$ cat config.mk
export PLATFORM = sky130hd
export DESIGN_NAME = tern_match_array
export DESIGN_NICKNAME = d
export VERILOG_FILES = /design/src/rtl/tma_pkg.sv /design/src/rtl/tma_store.sv /design/src/rtl/tma_keyseq.sv /design/src/rtl/tma_match.sv /design/src/rtl/tern_match_array.sv
export SDC_FILE = /design/constraint.sdc
export NUM_CORES = 2
export LEC_CHECK = 0
export CORE_ASPECT_RATIO = 0.75
export CORE_MARGIN = 3
export CORE_UTILIZATION = 40
export CTS_BUF_LIST = sky130_fd_sc_hd__clkbuf_2
export DETAILED_ROUTE_END_ITERATION = 16
export DONT_BUFFER_PORTS = 1
export SLEW_MARGIN = 30
export SYNTH_ARGS = -nofsm -noshare
export SYNTH_HDL_FRONTEND = slang
export SYNTH_SLANG_ARGS = --single-unit
$ cat constraint.sdc
create_clock -name clk -period 4.5 [get_ports clk]
set_clock_uncertainty 0.1 [all_clocks]
set_input_delay 0.45 -clock clk [delete_from_list [all_inputs] [get_ports clk]]
set_output_delay 0.45 -clock clk [all_outputs]
set_load 0.02 [all_outputs]
$ cat src/rtl/tma_pkg.sv
package tma_pkg;
    // Entry width codes.
    typedef enum logic [1:0] {
        WID_X1 = 2'd0,
        WID_X2 = 2'd1,
        WID_X4 = 2'd2
    } wid_e;

    // Programmed-I/O targets.
    typedef enum logic [1:0] {
        TGT_DATA = 2'd0,
        TGT_MASK = 2'd1,
        TGT_GMR  = 2'd2
    } tgt_e;

    localparam int NGMR = 8;

    // Index of the last key beat for a width code (reserved code acts as one word).
    function automatic logic [1:0] last_beat(input logic [1:0] wid);
        case (wid)
            WID_X2:  last_beat = 2'd1;
            WID_X4:  last_beat = 2'd3;
            default: last_beat = 2'd0;
        endcase
    endfunction
endpackage

$ cat src/rtl/tma_store.sv
// tma_store: holds the data words, care masks, valid flags and global masks,
// and serves the programmed-I/O port.
// Assumes DEPTH >= 8 so that pio_addr[2:0] can address the global masks.
module tma_store
    import tma_pkg::*;
#(
    parameter int W     = 16,
    parameter int DEPTH = 16,
    parameter int AW    = $clog2(DEPTH)
) (
    input  logic                      clk,
    input  logic                      rst_n,
    input  logic                      pio_wr,
    input  logic                      pio_rd,
    input  logic [1:0]                pio_tgt,
    input  logic [AW-1:0]             pio_addr,
    input  logic [W-1:0]              pio_wdata,
    input  logic                      pio_use_gmr,
    input  logic [2:0]                pio_gmr_sel,
    output logic [W-1:0]              pio_rdata,
    output logic [DEPTH-1:0][W-1:0]   data_o,
    output logic [DEPTH-1:0][W-1:0]   mask_o,
    output logic [DEPTH-1:0]          valid_o,
    output logic [NGMR-1:0][W-1:0]    gmr_o
);
    logic [DEPTH-1:0][W-1:0] data_q, mask_q;
    logic [DEPTH-1:0]        valid_q;
    logic [NGMR-1:0][W-1:0]  gmr_q;
    logic [W-1:0]            wen_bits;

    // Bit enables for a data or mask write.
    assign wen_bits = pio_use_gmr ? gmr_q[pio_gmr_sel] : {W{1'b1}};

    // Storage update for data and care masks (no reset on storage).
    always_ff @(posedge clk) begin
        if (pio_wr && pio_tgt == TGT_DATA)
            data_q[pio_addr] <= (data_q[pio_addr] & ~wen_bits) | (pio_wdata & wen_bits);
        if (pio_wr && pio_tgt == TGT_MASK)
            mask_q[pio_addr] <= (mask_q[pio_addr] & ~wen_bits) | (pio_wdata & wen_bits);
    end

    // Valid flags: cleared by reset, set by a data write.
    always_ff @(posedge clk) begin
        if (!rst_n)
            valid_q <= '0;
        else if (pio_wr && pio_tgt == TGT_DATA)
            valid_q[pio_addr] <= 1'b1;
    end

    // Global masks: all ones after reset, plain word writes.
    always_ff @(posedge clk) begin
        if (!rst_n)
            gmr_q <= {NGMR{{W{1'b1}}}};
        else if (pio_wr && pio_tgt == TGT_GMR)
            gmr_q[pio_addr[2:0]] <= pio_wdata;
    end

    // Registered read port.
    always_ff @(posedge clk) begin
        if (!rst_n)
            pio_rdata <= '0;
        else if (pio_rd) begin
            case (pio_tgt)
                TGT_DATA: pio_rdata <= data_q[pio_addr];
                TGT_MASK: pio_rdata <= mask_q[pio_addr];
                TGT_GMR:  pio_rdata <= gmr_q[pio_addr[2:0]];
                default:  pio_rdata <= '0;
            endcase
        end
    end

    assign data_o  = data_q;
    assign mask_o  = mask_q;
    assign valid_o = valid_q;
    assign gmr_o   = gmr_q;

    AST_VALID_ON_WRITE: assert property (@(posedge clk) disable iff (!rst_n)
        (pio_wr && pio_tgt == TGT_DATA) |=> valid_o[$past(pio_addr)]);
endmodule

$ cat src/rtl/tma_keyseq.sv
// tma_keyseq: collects key beats for the configured width, fires on the last
// beat, and supplies one key word and one global mask word for each beat.
// Assumes cfg_wid is held steady while a search is in flight.
module tma_keyseq
    import tma_pkg::*;
#(
    parameter int W = 16
) (
    input  logic                    clk,
    input  logic                    rst_n,
    input  logic [1:0]              cfg_wid,
    input  logic                    srch_valid,
    input  logic [W-1:0]            srch_key,
    input  logic [2:0]              srch_gmr,
    input  logic [NGMR-1:0][W-1:0]  gmr,
    output logic                    fire,
    output logic [1:0]              lb,
    output logic [3:0][W-1:0]       key_words,
    output logic [3:0][W-1:0]       gm_words
);
    logic [1:0]          cnt_q;
    logic [2:0]          gsel_q, gsel;
    logic [2:0][W-1:0]   kbuf_q;

    assign lb   = last_beat(cfg_wid);
    assign fire = srch_valid && (cnt_q == lb);
    assign gsel = (cnt_q == 2'd0) ? srch_gmr : gsel_q;

    // Beat counter and key buffer.
    always_ff @(posedge clk) begin
        if (!rst_n) begin
            cnt_q  <= '0;
            gsel_q <= '0;
            kbuf_q <= '0;
        end else if (srch_valid) begin
            if (cnt_q == 2'd0) gsel_q <= srch_gmr;
            if (fire) cnt_q <= '0;
            else begin
                kbuf_q[cnt_q] <= srch_key;
                cnt_q         <= cnt_q + 2'd1;
            end
        end
    end

    // Key word and global mask word for each beat position.
    always_comb begin
        for (int j = 0; j < 4; j++) begin
            if (2'(j) == lb || j == 3) key_words[j] = srch_key;
            else                       key_words[j] = kbuf_q[j];
            if (cfg_wid == WID_X4 && j >= 2) gm_words[j] = gmr[gsel ^ 3'd1];
            else                             gm_words[j] = gmr[gsel];
        end
    end

    AST_BEAT_RANGE: assert property (@(posedge clk) disable iff (!rst_n)
        cnt_q <= lb);
endmodule

$ cat src/rtl/tma_match.sv
// tma_match: compares every location with its beat of the key, groups the
// locations into entries by width, registers the match vector, then
// priority-encodes it into a registered result.
// Assumes DEPTH is a multiple of 4.
module tma_match
    import tma_pkg::*;
#(
    parameter int W     = 16,
    parameter int DEPTH = 16,
    parameter int AW    = $clog2(DEPTH)
) (
    input  logic                      clk,
    input  logic                      rst_n,
    input  logic [1:0]                cfg_wid,
    input  logic [1:0]                lb,
    input  logic                      fire,
    input  logic [3:0][W-1:0]         key_words,
    input  logic [3:0][W-1:0]         gm_words,
    input  logic [DEPTH-1:0][W-1:0]   data,
    input  logic [DEPTH-1:0][W-1:0]   mask,
    input  logic [DEPTH-1:0]          valid,
    output logic                      res_valid,
    output logic                      res_hit,
    output logic [AW-1:0]             res_idx
);
    logic [DEPTH-1:0] loc_hit, e1, e2, e4, ent;
    logic [DEPTH-1:0] m_q;
    logic             m_v;
    logic [AW-1:0]    enc;

    for (genvar l = 0; l < DEPTH; l++) begin : g_loc
        logic [1:0] sel;
        // Beat position this location is compared against.
        assign sel = 2'(l % 4) & lb;
        assign loc_hit[l] = valid[l] &&
            ~|((data[l] ^ key_words[sel]) & mask[l] & gm_words[sel]);
        assign e1[l] = loc_hit[l];
        if (l % 2 == 0) begin : g_even
            assign e2[l] = loc_hit[l] & loc_hit[l+1];
        end else begin : g_odd
            assign e2[l] = 1'b0;
        end
        if (l % 4 == 0) begin : g_quad
            assign e4[l] = &loc_hit[l+3:l];
        end else begin : g_noquad
            assign e4[l] = 1'b0;
        end
    end

    // Entry match vector for the configured width.
    always_comb begin
        case (cfg_wid)
            WID_X2:  ent = e2;
            WID_X4:  ent = e4;
            default: ent = e1;
        endcase
    end

    // Stage 1: capture the match vector on the last key beat.
    always_ff @(posedge clk) begin
        if (!rst_n) begin
            m_q <= '0;
            m_v <= 1'b0;
        end else begin
            m_v <= fire;
            if (fire) m_q <= ent;
        end
    end

    // Lowest set bit of the captured vector.
    always_comb begin
        enc = '0;
        for (int i = DEPTH - 1; i >= 0; i--)
            if (m_q[i]) enc = AW'(i);
    end

    // Stage 2: registered result, one-cycle strobe.
    always_ff @(posedge clk) begin
        if (!rst_n) begin
            res_valid <= 1'b0;
            res_hit   <= 1'b0;
            res_idx   <= '0;
        end else begin
            res_valid <= m_v;
            res_hit   <= m_v && |m_q;
            res_idx   <= (m_v && |m_q) ? enc : '0;
        end
    end

    AST_HIT_NEEDS_VALID: assert property (@(posedge clk) disable iff (!rst_n)
        res_hit |-> res_valid);
    AST_RES_LATENCY: assert property (@(posedge clk) disable iff (!rst_n)
        res_valid |-> $past(fire, 2));
    AST_IDX_ALIGNED: assert property (@(posedge clk) disable iff (!rst_n)
        res_hit |-> ((res_idx[1:0] & lb) == 2'd0));
    AST_HIT_LOC_VALID: assert property (@(posedge clk) disable iff (!rst_n)
        res_hit |-> valid[res_idx]);
endmodule

$ cat src/rtl/tern_match_array.sv
// tern_match_array: ternary match array with runtime entry width, per-search
// global masks and a programmed-I/O port. Results come two edges after the
// edge that samples the last key beat.
// Assumes cfg_wid changes only while no search is in flight.
module tern_match_array
    import tma_pkg::*;
#(
    parameter int W     = 16,
    parameter int DEPTH = 16,
    parameter int AW    = $clog2(DEPTH)
) (
    input  logic          clk,
    input  logic          rst_n,
    input  logic [1:0]    cfg_wid,
    input  logic          srch_valid,
    input  logic [W-1:0]  srch_key,
    input  logic [2:0]    srch_gmr,
    input  logic          pio_wr,
    input  logic          pio_rd,
    input  logic [1:0]    pio_tgt,
    input  logic [AW-1:0] pio_addr,
    input  logic [W-1:0]  pio_wdata,
    input  logic          pio_use_gmr,
    input  logic [2:0]    pio_gmr_sel,
    output logic [W-1:0]  pio_rdata,
    output logic          res_valid,
    output logic          res_hit,
    output logic [AW-1:0] res_idx
);
    logic [DEPTH-1:0][W-1:0] data, mask;
    logic [DEPTH-1:0]        valid;
    logic [NGMR-1:0][W-1:0]  gmr;
    logic                    fire;
    logic [1:0]              lb;
    logic [3:0][W-1:0]       key_words, gm_words;

    tma_store #(.W(W), .DEPTH(DEPTH), .AW(AW)) u_store (
        .clk(clk), .rst_n(rst_n),
        .pio_wr(pio_wr), .pio_rd(pio_rd), .pio_tgt(pio_tgt),
        .pio_addr(pio_addr), .pio_wdata(pio_wdata),
        .pio_use_gmr(pio_use_gmr), .pio_gmr_sel(pio_gmr_sel),
        .pio_rdata(pio_rdata),
        .data_o(data), .mask_o(mask), .valid_o(valid), .gmr_o(gmr)
    );

    tma_keyseq #(.W(W)) u_keyseq (
        .clk(clk), .rst_n(rst_n), .cfg_wid(cfg_wid),
        .srch_valid(srch_valid), .srch_key(srch_key), .srch_gmr(srch_gmr),
        .gmr(gmr), .fire(fire), .lb(lb),
        .key_words(key_words), .gm_words(gm_words)
    );

    tma_match #(.W(W), .DEPTH(DEPTH), .AW(AW)) u_match (
        .clk(clk), .rst_n(rst_n), .cfg_wid(cfg_wid), .lb(lb), .fire(fire),
        .key_words(key_words), .gm_words(gm_words),
        .data(data), .mask(mask), .valid(valid),
        .res_valid(res_valid), .res_hit(res_hit), .res_idx(res_idx)
    );
endmodule

==> results.toml <==
[sta]
fin_crit_sh_pct = 101
fin_tns_setup_ns = -0.0418
layout_setup_ws_ns = -0.0260
fin_crit_ns = 4.53
finalSetupViolations = 2
worstMarginPinSlew_ns = 1.08
maxSlewViolCount = 0
hold_slack_ns = 0.0424
clock.fmax_mhz = 221
slew_headroom_pct = 27.6
rsz0062_at_grt = "false"
final_hold_viol_count = 0

[setup_path]
arrival_ns = 5.96
crit_required_ns = 5.93
cp_max_fo = 14
reg2reg_from = "u_keyseq.cnt_q[0]$_SDFFE_PN0P_"
critical_path.cell_chain = "dlygate4sd3_1, dlygate4sd3_1, inv_1, ha_2, dlygate4sd3_1, inv_2, buf_4, nor2_1, a22oi_2, or3b_1, a32o_1, a311oi_1, nand4_1, a2111oi_1, a21o_1"
critPathCaptureType = "flop"
path_class = "in2reg"
worstReg2RegEnd = "u_match.m_q[6]$_SDFFE_PN0P_"
cp_common_cell = "dlygate4sd3_1"
cp-start-kind = "input port"
rr_worst_depth = 12
crit_slowest_cell = "dlygate4sd3_1"
critPathLaunch = "cfg_wid[0]"
r2r_setup_slack_ns = 0.11
slowest_delay_ns = 0.77

[global_routing]
grt_overflow = 0
grt_pass1_vias = 30571
grtUsageTotal_pct = 33.7
grt_first_pass_wirelength_mm = 240
grt_max_degree = 171
antenna_found_initial = 11

[logic_synthesis]
netlist_top_cells_count = "nand2_1 (668), edfxtp_1 (512), xnor2_1 (255)"
syn_inst = 3180
synth_top_area_share_pct = 39.4
syn_area_um2 = 39000
yosys_warnings = 0
syn_nets = 3237
synthFlopType = "edfxtp_1"
synth_seq_cells = 748
async_flop_share_pct = 0
synthMostInstantiatedCell = "nand2_1"
synth_edf_count = 512
syn_area_per_cell_um2 = 12.3
ys_seq_area_share_pct = 51.5
yosysTopAreaCell = "edfxtp_1"
synth_area_leaders = "edfxtp_1 (39%), mux4_2 (14%), dfxtp_1 (12%)"
synthDistinctLibCells = 84

[route]
detail-route-antenna-nets = 0
firstDrtPassIters = 8
dr_total_vias = 32537
avgRoutedWirePerCell_um = 34.2
drc_errors = 0
wirelength_mm = 174
vias_per_cell = 6.39
first_iter_violations = 5559

[floorplanning]
ios = 74
rows = 98
die_w_um = 367
die_y_um = 277
core_um2 = 96000
die_area_um2 = 101000
initial_core_util_pct = 40.7

[placed_design]
numPortBuffers = 0
hpwlAfterDp_mm = 117
dp_slack_ns = -0.0723
placed_area_um2 = 41200
gp_congestion = 1.06

[run]
max-cap-violations = 0

[layout]
fillers = 8749
nNetsFinal = 3687
fin_area_um2 = 46300
drive_gt1_share_pct = 22.4
multi_input_comb_area_um2 = 18200
syn2layout_area_growth_pct = 18.5
ff_latch_area_um2 = 20100

[pwr]
power.switching_mw = 4.94
pwr-share-seq_pct = 48.6
p_clk_share_pct = 33.0
vdd_ir_drop_max_v = 0.000204
pwr-share-comb_pct = 18.4
p_leak_nw = 16.5
swShare_pct = 32.1
internal_power_mw = 10.5
power_mw = 15.4
p_per_area_nw_per_um2 = 333

[min_path]
holdCritStartpoint = "pio_addr[1]"
whs_endpoint = "u_store.mask_o[208]$_DFFE_PP_"
holdPathStages = 4
hold_path_class = "in2reg"

[status]
violations = "setup timing"
status = "complete, but fails checks"

[clocking]
clockRootBuffer = "clkbuf_2"
cts.clk_slew.worst_paths_ns = 0.12
cts.sinks = 748
cts-buffers-inserted = 186
cts_tree = "yes"
clk_latency_ns = 1.60
htreeDepth = 4
clock_path_buffers = 3
-- through the flow --
| step | cells | util, % |
|---|---|---|
| 2_1_floorplan | 3180 | - |
| 3_3_place_gp | 4447 | 42.9 |
| 3_5_place_dp | 4448 | 43.0 |
| 4_1_cts | 5077 | 48.1 |
| 5_1_grt | 5087 | 48.2 |
| 6_report | 5090 | 48.2 |
-- area by class of cell --
class,count,share of cell area (%)
tap,1300,3.52
inverter,13,0.106
sequential,748,43.5
clock inverter,66,0.979
timing repair buffer,452,9.51
antenna,11,0.0595
multi-input combinational,2229,39.4
clock buffer,271,2.93
-- per-layer routing --
layer  vias to the layer above  track usage (%)  wire length [um]
met1                     16189             47.1             67400
met3                       423             14.4             29600
met5                         -            0.891               167
met4                         8             12.8              6700
met2                      2860             45.8             70100
li1                      13057                -                 -
-- sequential cells by signal, summed over array words and instances, names as in the netlist --
name and count:
u_keyseq.cnt_q 2, u_keyseq.gsel_q 3, u_keyseq.kbuf_q 48, u_match.m_q 16, u_match.m_v 1, u_match.res_hit 1
u_match.res_idx 4, u_match.res_valid 1, u_store.data_o 256, u_store.gmr_o 128, u_store.mask_o 256, u_store.pio_rdata 16
u_store.valid_o 16
-- layout by cell type (no fill, tap or decap), types with 152 or more instances in the layout --
cell	count
buf_4	152
clkbuf_2	271
dfxtp_1	236
dlygate4sd3_1	274
edfxtp_1	512
mux2i_1	196
mux4_2	247
nand2_1	665
nand3_1	194
xnor2_1	255
-- worst max-delay path by stage --
| stage | end | slack (ns) | cells after the start |
|---|---|---|---|
| final | u_match.m_q[6]$_SDFFE_PN0P_ | -0.03 | 15 |
| after global routing | u_keyseq.kbuf_q[20]$_SDFFE_PN0P_ | 0.03 | 15 |
| after CTS | u_match.m_q[8]$_SDFFE_PN0P_ | 0.01 | 12 |
| after detailed placement | u_match.m_q[8]$_SDFFE_PN0P_ | -0.07 | 12 |
| after global placement | u_match.m_q[8]$_SDFFE_PN0P_ | -0.03 | 12 |
| after floorplan | u_match.m_q[12]$_SDFFE_PN0P_ | 0.59 | 13 |
-- critical path: cells and delay by family --
kind                     cells  cell delay, ns
AO/OA/AOI/OAI                5            1.65
buffers and inverters        6            2.46
adder cells (fa/ha/maj)      1            0.32
AND/OR/NAND/NOR              3            1.04
-- kinds of logic (layout without fill, tap and decap cells) --
logic type      Yosys count  after routing  synth area share (%)
flops                   748            748                  51.5
buf+inv                 203            802                  2.24
other cells               0             11                     0
mux                     497            497                  21.0
fa+ha+maj                 5              5                 0.160
compound gates          389            389                  7.17
xor+xnor                257            257                  5.77
simple gates           1081           1081                  12.2
-- power by group through the flow --
stage | logic [mW] | clock network (mW) | registers (mW)
after CTS | 2.71 | 5.11 | 7.49
after global placement | 2.27 | 0 | 7.64
after floorplan | 1.53 | 0 | 7.62
final | 2.83 | 5.09 | 7.49
after global routing | 2.89 | 5.45 | 7.50
after detailed placement | 2.26 | 0 | 7.64
-- timing repair --
item,4_1_cts,5_1_grt
endpoints found under the hold margin,1260,443
endpoints found under the setup margin,5,23
hold buffers,291,3
buffers inserted,1,0
resized for setup,3,7
Power figures use the tool's default switching activity.
